## src/rtl/mbus_pkg.sv

```systemverilog
package mbus_pkg;

  // Phase last seen on the bus, used to decide session boundaries.
  typedef enum logic [1:0] {
    PH_IDLE  = 2'd0,
    PH_ADDR  = 2'd1,
    PH_IADDR = 2'd2,
    PH_DATA  = 2'd3
  } phase_t;

  // Positions of the control lines in the synchronizer vector.
  localparam int STB_AS    = 0;
  localparam int STB_IAS   = 1;
  localparam int STB_DS    = 2;
  localparam int STB_WR    = 3;
  localparam int STB_REL   = 4;
  localparam int STB_ARB   = 5;
  localparam int STB_COUNT = 6;

endpackage

```

## src/rtl/mbus_strobe_sync.sv

```systemverilog
// Brings one active-low control line into the clock domain and flags
// its edges. The line idles high, so every stage resets to 1.
module mbus_strobe_sync #(
  parameter int STAGES = 2
) (
  input  logic clk,
  input  logic rst_n,
  input  logic line_n,
  output logic level_n,
  output logic rise,
  output logic fall
);

  logic [STAGES-1:0] pipe_q;
  logic [STAGES-1:0] pipe_d;
  logic              prev_q;

  always_comb begin
    pipe_d[0] = line_n;
    for (int i = 1; i < STAGES; i++) begin
      pipe_d[i] = pipe_q[i-1];
    end
  end

  always_ff @(posedge clk or negedge rst_n) begin
    if (!rst_n) begin
      pipe_q <= '1;
      prev_q <= 1'b1;
    end else begin
      pipe_q <= pipe_d;
      prev_q <= pipe_q[STAGES-1];
    end
  end

  assign level_n = pipe_q[STAGES-1];
  assign rise    = level_n & ~prev_q;
  assign fall    = ~level_n & prev_q;

endmodule

```

## src/rtl/mbus_addr_match.sv

```systemverilog
// Compares the bus address with the unit address, 8 or 16 bits wide.
module mbus_addr_match #(
  parameter logic [15:0] UNIT_ADDR = 16'h0000,
  parameter bit          WIDE_ADDR = 1'b1
) (
  input  logic [7:0] lo_octet,
  input  logic [7:0] hi_octet,
  output logic       hit
);

  generate
    if (WIDE_ADDR) begin : g_wide
      assign hit = ({hi_octet, lo_octet} == UNIT_ADDR);
    end else begin : g_narrow
      logic unused_hi;
      assign unused_hi = ^hi_octet;
      assign hit       = (lo_octet == UNIT_ADDR[7:0]);
    end
  endgenerate

endmodule

```

## src/rtl/mbus_session.sv

```systemverilog
// Phase-order tracker: decides when the unit is selected and when the
// internal address is held, and issues the per-phase actions.
module mbus_session
  import mbus_pkg::*;
#(
  parameter bit READ_EN  = 1'b1,
  parameter bit WRITE_EN = 1'b1
) (
  input  logic clk,
  input  logic rst_n,
  input  logic as_rise,
  input  logic ias_rise,
  input  logic ds_rise,
  input  logic clr_evt,
  input  logic wr_level_n,
  input  logic addr_hit,
  output logic active_q,
  output logic sub_valid_q,
  output logic sub_load,
  output logic wr_go,
  output logic rd_go
);

  phase_t last_q, last_d;
  logic   active_d;
  logic   sub_valid_d;

  always_comb begin
    active_d    = active_q;
    sub_valid_d = sub_valid_q;
    last_d      = last_q;
    sub_load    = 1'b0;
    wr_go       = 1'b0;
    rd_go       = 1'b0;
    if (clr_evt) begin
      active_d    = 1'b0;
      sub_valid_d = 1'b0;
      last_d      = PH_IDLE;
    end else if (as_rise) begin
      if (last_q == PH_ADDR) begin
        active_d = active_q | addr_hit;
      end else begin
        active_d    = addr_hit;
        sub_valid_d = 1'b0;
      end
      last_d = PH_ADDR;
    end else if (ias_rise) begin
      if (active_q) begin
        sub_load    = 1'b1;
        sub_valid_d = 1'b1;
      end
      last_d = PH_IADDR;
    end else if (ds_rise) begin
      if (active_q) begin
        wr_go = WRITE_EN & ~wr_level_n;
        rd_go = READ_EN & wr_level_n;
      end
      last_d = PH_DATA;
    end
  end

  always_ff @(posedge clk or negedge rst_n) begin
    if (!rst_n) begin
      active_q    <= 1'b0;
      sub_valid_q <= 1'b0;
      last_q      <= PH_IDLE;
    end else begin
      active_q    <= active_d;
      sub_valid_q <= sub_valid_d;
      last_q      <= last_d;
    end
  end

endmodule

```

## src/rtl/mbus_datapath.sv

```systemverilog
// Octet registers and the read drive toward the shared lines.
module mbus_datapath #(
  parameter int  DW      = 8,
  parameter bit  READ_EN = 1'b1
) (
  input  logic          clk,
  input  logic          rst_n,
  input  logic [DW-1:0] da_in,
  input  logic [DW-1:0] rd_octet,
  input  logic          active,
  input  logic          ds_level_n,
  input  logic          wr_level_n,
  input  logic          wr_go,
  input  logic          rd_go,
  input  logic          sub_load,
  output logic [DW-1:0] wr_octet,
  output logic          wr_strobe,
  output logic          rd_done,
  output logic [DW-1:0] sub_addr,
  output logic [DW-1:0] da_out,
  output logic          da_oe
);

  logic [DW-1:0] wr_octet_d;
  logic [DW-1:0] sub_addr_d;

  always_comb begin
    wr_octet_d = wr_go    ? da_in : wr_octet;
    sub_addr_d = sub_load ? da_in : sub_addr;
  end

  always_ff @(posedge clk or negedge rst_n) begin
    if (!rst_n) begin
      wr_octet  <= '0;
      sub_addr  <= '0;
      wr_strobe <= 1'b0;
      rd_done   <= 1'b0;
    end else begin
      wr_octet  <= wr_octet_d;
      sub_addr  <= sub_addr_d;
      wr_strobe <= wr_go;
      rd_done   <= rd_go;
    end
  end

  assign da_oe  = READ_EN & active & ~ds_level_n & wr_level_n;
  assign da_out = da_oe ? rd_octet : '0;

endmodule

```

## src/rtl/mbus_slave_decoder.sv

```systemverilog
module mbus_slave_decoder
  import mbus_pkg::*;
#(
  parameter logic [15:0] UNIT_ADDR   = 16'h12A5,
  parameter bit          WIDE_ADDR   = 1'b1,
  parameter bit          READ_EN     = 1'b1,
  parameter bit          WRITE_EN    = 1'b1,
  parameter int          SYNC_STAGES = 2
) (
  input  logic       clk,
  input  logic       rst_n,
  input  logic       bus_as_n,
  input  logic       bus_ias_n,
  input  logic       bus_ds_n,
  input  logic       bus_wr_n,
  input  logic       bus_release_n,
  input  logic       arb_request_n,
  input  logic [7:0] bus_da_in,
  input  logic [7:0] bus_hi_addr,
  output logic [7:0] bus_da_out,
  output logic       bus_da_oe,
  input  logic [7:0] rd_octet,
  output logic       sel_active,
  output logic       sub_valid,
  output logic [7:0] sub_addr,
  output logic [7:0] wr_octet,
  output logic       wr_strobe,
  output logic       rd_done
);

  // Reset: asserted at once, released through two flops.
  logic [1:0] rst_pipe_q;
  logic       rst_core_n;

  always_ff @(posedge clk or negedge rst_n) begin
    if (!rst_n) begin
      rst_pipe_q <= 2'b00;
    end else begin
      rst_pipe_q <= {rst_pipe_q[0], 1'b1};
    end
  end
  assign rst_core_n = rst_pipe_q[1];

  logic [STB_COUNT-1:0] lines_n;
  logic [STB_COUNT-1:0] lvl_n;
  logic [STB_COUNT-1:0] rise_v;
  logic [STB_COUNT-1:0] fall_v;

  assign lines_n[STB_AS]  = bus_as_n;
  assign lines_n[STB_IAS] = bus_ias_n;
  assign lines_n[STB_DS]  = bus_ds_n;
  assign lines_n[STB_WR]  = bus_wr_n;
  assign lines_n[STB_REL] = bus_release_n;
  assign lines_n[STB_ARB] = arb_request_n;

  generate
    for (genvar g = 0; g < STB_COUNT; g++) begin : g_sync
      mbus_strobe_sync #(.STAGES(SYNC_STAGES)) u_sync (
        .clk     (clk),
        .rst_n   (rst_core_n),
        .line_n  (lines_n[g]),
        .level_n (lvl_n[g]),
        .rise    (rise_v[g]),
        .fall    (fall_v[g])
      );
    end
  endgenerate

  logic addr_hit;
  logic clr_evt;
  logic sub_load;
  logic wr_go;
  logic rd_go;
  logic unused_edges;

  assign clr_evt      = fall_v[STB_REL] | fall_v[STB_ARB];
  assign unused_edges = ^{fall_v[STB_AS], fall_v[STB_IAS], fall_v[STB_DS],
                          fall_v[STB_WR], rise_v[STB_WR], rise_v[STB_REL],
                          rise_v[STB_ARB], lvl_n[STB_AS], lvl_n[STB_IAS],
                          lvl_n[STB_REL], lvl_n[STB_ARB]};

  mbus_addr_match #(.UNIT_ADDR(UNIT_ADDR), .WIDE_ADDR(WIDE_ADDR)) u_match (
    .lo_octet (bus_da_in),
    .hi_octet (bus_hi_addr),
    .hit      (addr_hit)
  );

  mbus_session #(.READ_EN(READ_EN), .WRITE_EN(WRITE_EN)) u_session (
    .clk         (clk),
    .rst_n       (rst_core_n),
    .as_rise     (rise_v[STB_AS]),
    .ias_rise    (rise_v[STB_IAS]),
    .ds_rise     (rise_v[STB_DS]),
    .clr_evt     (clr_evt),
    .wr_level_n  (lvl_n[STB_WR]),
    .addr_hit    (addr_hit),
    .active_q    (sel_active),
    .sub_valid_q (sub_valid),
    .sub_load    (sub_load),
    .wr_go       (wr_go),
    .rd_go       (rd_go)
  );

  mbus_datapath #(.DW(8), .READ_EN(READ_EN)) u_dp (
    .clk        (clk),
    .rst_n      (rst_core_n),
    .da_in      (bus_da_in),
    .rd_octet   (rd_octet),
    .active     (sel_active),
    .ds_level_n (lvl_n[STB_DS]),
    .wr_level_n (lvl_n[STB_WR]),
    .wr_go      (wr_go),
    .rd_go      (rd_go),
    .sub_load   (sub_load),
    .wr_octet   (wr_octet),
    .wr_strobe  (wr_strobe),
    .rd_done    (rd_done),
    .sub_addr   (sub_addr),
    .da_out     (bus_da_out),
    .da_oe      (bus_da_oe)
  );

endmodule

```

## config.mk

```make
export PLATFORM = sky130hd
export DESIGN_NAME = mbus_slave_decoder
export DESIGN_NICKNAME = d
export VERILOG_FILES = /design/src/rtl/mbus_pkg.sv /design/src/rtl/mbus_strobe_sync.sv /design/src/rtl/mbus_addr_match.sv /design/src/rtl/mbus_session.sv /design/src/rtl/mbus_datapath.sv /design/src/rtl/mbus_slave_decoder.sv
export SDC_FILE = /design/constraint.sdc
export NUM_CORES = 1
export LEC_CHECK = 0
export ABC_AREA = 0
export BUFFER_PORTS_ARGS = -buffer_cell sky130_fd_sc_hd__buf_2
export CAP_MARGIN = 20
export CORE_MARGIN = 2
export CORE_UTILIZATION = 36
export DETAILED_ROUTE_END_ITERATION = 12
export HOLD_SLACK_MARGIN = 0.02
export SETUP_SLACK_MARGIN = 0.3
export SYNTH_ARGS = -nofsm -noshare
export SYNTH_HDL_FRONTEND = slang
export SYNTH_SLANG_ARGS = --single-unit
```

## constraint.sdc

```tcl
create_clock -name clk -period 1.7 [get_ports clk]
set_input_delay 0.255 -clock clk [delete_from_list [all_inputs] [get_ports clk]]
set_output_delay 0.255 -clock clk [all_outputs]
set_load 0.02 [all_outputs]
```

==> results.json, run 1 <==
{
  "cap_violations": 0,
  "avgSynthCellArea_um2": 15.1,
  "grt_pass1_vias": 1105,
  "htree_num_levels": 2,
  "drtAntennaViolNets": 0,
  "cts_tree": "done",
  "num_rows": 23,
  "track_usage": 0.150,
  "yosys_warnings": 0,
  "p_leak_nw": 1.14,
  "cp_slowest_stage_delay_ps": 560,
  "clk_path_buf_depth": 2,
  "drt_pass1_iterations": 4,
  "cp_top_family": "simple AND/OR/NAND/NOR gates",
  "dieArea_um2": 4760,
  "instances_no_fill": 234,
  "hold_viol_final": 0,
  "hp-class": "primary input to flop",
  "fin_nets": 215,
  "antenna_found_initial": 0,
  "setup_violations": 8,
  "start_util": 0.377,
  "drcViolationCount": 0,
  "io_pins": 61,
  "ys_ff_latch": 41,
  "powerDensity_nw_per_um2": 818,
  "crit_type": "flop to flop",
  "worstPathCellList": "and2b_1, nand2_2, or4_4, mux2_4",
  "wire_per_inst_um": 13.8,
  "worstPathRequired_ps": 1880,
  "synth_seq_area_share": 0.689,
  "critPathSlowestCell": "or4_4",
  "root_buffer": "clkbuf_8",
  "die-height_um": 69.0,
  "outcome": "complete, but fails checks",
  "clkSinkCount": 41,
  "synth_area_leader_cell": "dfrtp_1",
  "rsz0062_at_grt": "true",
  "dr_total_vias": 1101,
  "yosysTopAreaCellShare": 0.395,
  "syn_inst": 101,
  "antenna_cells": 0,
  "numCtsBuffers": 5,
  "regArea_um2": 1050,
  "syn_to_final_growth_pct": 48.0,
  "pwr-share-comb": 0.082,
  "worst_ep_arrival_time_ps": 1940,
  "grt_overflow": 0,
  "die_w_um": 69.0,
  "violations": "setup timing",
  "peakVddDrop_mv": 0.512,
  "gp_congestion": 0.820,
  "synth-main-ff-cell": "dfrtp_1",
  "fin_ws_ps": -63.6,
  "post-route-period-util": 1.04,
  "ys_types": 25,
  "first_iter_violations": 11,
  "synth_edf_count": 0,
  "tns_ps": -355,
  "switching_share": 0.224,
  "dp_cells": 218,
  "viasPerCell": 4.71,
  "synthesis.nets": 133,
  "sequentialPowerShare": 0.573,
  "final_layout_size_suffix_gt1_frac": 0.707,
  "synth_area_leaders": "dfrtp_1 (40%), dfstp_2 (29%), mux2_4 (7.9%), mux2_2 (5.9%), and2_1 (3.3%)",
  "final_util": 0.558,
  "critPathCaptureType": "flop",
  "fmax_mhz": 567,
  "p_total_mw": 1.84,
  "path_clk_slew_ps": 70,
  "worstPathMaxFanout": 5,
  "fillers": 349,
  "design.core.area_um2": 4030,
  "finalClockSkew_ps": 6.09,
  "ys_async_sr_fraction": 1.00,
  "finalMaxSlewViolations": 0,
  "grt_pass1_wl_um": 4930,
  "p_int_mw": 1.43,
  "start_kind": "flop",
  "grt_start_max_net_pins": 32,
  "power_switching_mw": 0.412,
  "portBuffers": 60,
  "mappedNetlistArea_um2": 1520,
  "dp_hpwl_um": 2230,
  "min_period_ps": 1760,
  "power.share.clock": 0.345,
  "crit_buf_inv": 0,
  "multi_input_area_um2": 556,
  "clk_latency_ps": 290,
  "totalWireLength_um": 3240
}
-- cell usage in the layout, fill, tap and decap left out, drive strengths merged --
cell	count
nor2b	1
and2b	2
o22ai	1
clkinv	2
nor4b	2
or4bb	1
nand4	1
mux2	16
nor3	3
or4	2
and2	8
dlygate4sd3	1
inv	4
dfrtp	24
dfstp	17
o21ai	2
nor4	1
clkbuf	6
buf	74
nand2b	2
conb	1
a21oi	3
nand3	2
nor2	2
nand2	6
-- per-layer routing --
metal	wire, µm	GRT usage	vias up
met2	1740	0.248	43
met4	44	0.0858	0
met3	242	0.0552	6
met1	1210	0.165	546
li1	-	-	506
met5	0	0	-
-- power by group through the flow --
stage | clock, mW | sequential (mW) | combinational [mW]
after floorplan | 0 | 1.09 | 0.0427
after global placement | 0 | 1.07 | 0.136
after detailed placement | 0 | 1.07 | 0.141
after CTS | 0.663 | 1.05 | 0.150
after global routing | 0.706 | 1.06 | 0.163
final | 0.634 | 1.05 | 0.151
-- worst paths after layout --
kind,cells past startpoint,start,end,slack [ps]
worst max-delay path,4,g_sync[2].u_sync.pipe_q[1],u_dp.wr_octet[4],-60
worst min-delay path,1,bus_ds_n,g_sync[2].u_sync.pipe_q[0],60
worst max register to register,4,g_sync[2].u_sync.pipe_q[1],u_dp.wr_octet[4],-60
worst min register to register,0,rst_pipe_q[0],rst_pipe_q[1],350
max in group asynchronous,1,rst_pipe_q[1],g_sync[0].u_sync.pipe_q[1],1000
min in group asynchronous,2,rst_n,rst_pipe_q[0],280
-- Yosys cell counts (all sizes together), types with 2 or more instances --
| library cell | n |
|---|---|
| a21oi | 3 |
| and2 | 8 |
| and2b | 2 |
| dfrtp | 24 |
| dfstp | 17 |
| inv | 4 |
| mux2 | 16 |
| nand2 | 6 |
| nand2b | 2 |
| nand3 | 2 |
| nor2 | 2 |
| nor3 | 3 |
| nor4b | 2 |
| o21ai | 2 |
-- sequential cells by signal, summed over array words and instances, names as in the netlist --
| register | cells |
|---|---|
| g_sync.u_sync.prev_q | 5 |
| u_dp.wr_octet | 8 |
| g_sync.u_sync.pipe_q | 12 |
| u_dp.wr_strobe | 1 |
| u_session.sub_valid_q | 1 |
| u_session.active_q | 1 |
| u_session.last_q | 2 |
| u_dp.rd_done | 1 |
| rst_pipe_q | 2 |
| u_dp.sub_addr | 8 |
-- metrics by stage --
stage / setup slack (ps) / area (µm²) / hold slack (ps)
2_1_floorplan: -25.5 / 1550 / -40.6
3_3_place_gp: -15.8 / 1970 / 41.3
3_5_place_dp: -44.4 / 1970 / 43.9
4_1_cts: -50.0 / 2190 / 41.4
5_1_grt: -95.9 / 2250 / 36.9
6_report: -63.6 / 2250 / 61.5
-- cell type report --
cell class,count,share of cell area
sequential,41,0.466
multi-input combinational,56,0.247
timing repair buffer,75,0.212
clock buffer,6,0.0367
tap,50,0.0278
inverter,4,0.00667
clock inverter,2,0.00389
-- what timing repair did --
item                                    4_1_cts  5_1_grt
gates cloned                                  1        0
endpoints found under the setup margin       26       26
gates resized for setup                      18       15
hold buffers                                  1        0
hold endpoints to repair                      2        0
pin swaps                                     4        2
buffers inserted                              6        0
-- cell families (layout without fill, tap and decap cells) --
kind of cell	after synthesis	count (layout)	synth area share
buf+inv	5	87	0.0173
mux	16	16	0.138
simple gates	32	33	0.128
flops	41	41	0.689
compound gates	6	6	0.0247
other cells	1	1	0.00247
Power figures use the tool's default switching activity.
==> run 2, diff against run 1 <==
--- a/config.mk
+++ b/config.mk
@@ -16,3 +16,4 @@
 export SYNTH_ARGS = -nofsm -noshare
 export SYNTH_HDL_FRONTEND = slang
 export SYNTH_SLANG_ARGS = --single-unit
+export TNS_END_PERCENT = 20
==> run 2 against run 1 <==
Effect of this change:
- the run still ends with setup timing left
- combinational power about the same
- total power up 1.9%
- maximum frequency about the same
- routed wire length down 1.8%
- largest cell class unchanged
- largest power group unchanged
- highest routed layer unchanged
==> results.json, run 2 (same netlist as run 1, synthesis figures left out) <==
{
  "outcome": "complete, but fails checks",
  "violations": "setup timing",
  "grt_start_max_net_pins": 33,
  "antenna_found_initial": 0,
  "worstPathMaxFanout": 5,
  "tns_ps": -412,
  "path_clk_slew_ps": 70,
  "worst-r2r-cell-count": 4,
  "fillers": 345,
  "clk_latency_ps": 290,
  "hp-class": "primary input to flop",
  "holdWs_ps": 63.6,
  "mostFrequentLayoutCell": "buf_2",
  "drtAntennaViolNets": 0,
  "syn_to_final_growth_pct": 50.4,
  "antenna_cells": 0,
  "totalWireLength_um": 3180,
  "worst_ep_arrival_time_ps": 1940,
  "rr_startpoint": "g_sync[2].u_sync.pipe_q[1]",
  "grt_pass1_vias": 1065,
  "clk_path_buf_depth": 2,
  "min_period_ps": 1760,
  "die_w_um": 69.0,
  "start_kind": "flop",
  "root_buffer": "clkbuf_8",
  "critPathCaptureType": "flop",
  "dr_total_vias": 1054,
  "multi_input_area_um2": 593,
  "portBuffers": 60,
  "rsz0062_at_grt": "true",
  "grt_overflow": 0,
  "largest_reg_flops": 12,
  "peakVddDrop_mv": 0.540,
  "fmax_mhz": 567,
  "worstPathRequired_ps": 1870,
  "instances_no_fill": 230,
  "post-route-period-util": 1.04,
  "p_leak_nw": 1.15,
  "wire_per_inst_um": 13.8,
  "worst_hold_path.endpoint": "g_sync[0].u_sync.pipe_q[0]",
  "drcViolationCount": 0,
  "gp_congestion": 0.799,
  "die-height_um": 69.0,
  "clkSinkCount": 41,
  "dieArea_um2": 4760,
  "rr_endpoint": "u_dp.wr_octet[0]",
  "place_area_um2": 1970,
  "crit_type": "flop to flop",
  "whs_path_depth": 1,
  "grt_pass1_wl_um": 4820,
  "finalMaxSlewViolations": 0,
  "design.core.area_um2": 4030,
  "dp_cells": 218,
  "rrSetupSlack_ps": -60,
  "hold_viol_final": 0,
  "track_usage": 0.145,
  "htree_num_levels": 2,
  "num_rows": 23,
  "regMostFlops": "g_sync.u_sync.pipe_q",
  "first_iter_violations": 37,
  "dp_hpwl_um": 2290,
  "cap_violations": 0,
  "reg.largest.list": "g_sync.u_sync.pipe_q: 12 flops, u_dp.sub_addr: 8 flops, u_dp.wr_octet: 8 flops",
  "start_util": 0.377,
  "drt_pass1_iterations": 2,
  "fin_ws_ps": -62.8,
  "fin_nets": 211,
  "layout_common_cells": "buf_2 (51), dfrtp_1 (24), dfstp_2 (17)",
  "final_layout_size_suffix_gt1_frac": 0.739,
  "finalClockSkew_ps": 5.78,
  "setup_violations": 8,
  "cts_tree": "done",
  "regArea_um2": 1050,
  "powerDensity_nw_per_um2": 821,
  "critPathLaunch": "g_sync[2].u_sync.pipe_q[1]",
  "numCtsBuffers": 5,
  "fin_area_um2": 2290,
  "viasPerCell": 4.58,
  "min-delay-start": "bus_as_n",
  "io_pins": 61
}
run 2: changes by cell type in the layout (fill, tap and decap cells not counted), moves of 6 or more:
cell,change
buf_4,-12
buf_6,+7
and2_1,-6
and2_4,+6
run 2: repair_timing:
item                                    CTS  global route
setup buffers                             1             0
pin swaps                                13             2
hold buffers                              1             0
gates cloned                              2             0
endpoints found under the setup margin   26            27
resized for setup                        37            13
endpoints found under the hold margin     2             0
run 2: power breakdown:
part / internal [mW] / switching [mW]
Combinational: 0.0800 / 0.0742
Clock: 0.366 / 0.301
Sequential: 1.03 / 0.0247
run 2: worst max-delay path by stage:
stage	slack [ps]	depth (start not counted)	to
finish	-60	4	u_dp.wr_octet[0]
global route	-80	4	u_dp.wr_octet[5]
CTS	-40	4	u_dp.wr_octet[0]
detailed placement	-50	4	u_dp.wr_octet[0]
global placement	-20	4	u_dp.wr_octet[0]
floorplan	-30	5	u_dp.wr_octet[0]
run 2: per-layer routing:
layer / GRT usage / wire length (µm)
met1: 0.162 / 1230
met2: 0.245 / 1770
met3: 0.0536 / 132
met4: 0.0662 / 38
met5: 0 / 0
run 2: area by class of cell:
class	instances	share of cell area
clock inverters	1	0.00219
inverters	4	0.00657
repair buffers	70	0.204
clock buffers	7	0.0421
well taps	50	0.0274
flip-flops and latches	41	0.458
multi-input cells	57	0.259
run 2: per-stage QoR:
step           total power [mW]  utilization  worst slack, ps
4_1_cts                    1.90        0.553            -38.4
3_5_place_dp               1.21        0.490            -47.4
6_report                   1.88        0.567            -62.8
2_1_floorplan              1.13            -            -25.5
3_3_place_gp               1.20        0.490            -15.5
5_1_grt                    1.97        0.567            -82.4
run 2: worst max-delay path, cell delays in order, from the launching register on:
cell and delay [ps]:
dfstp_2 530, and2b_1 160, nand2_2 80, or4_4 560, mux2_4 320
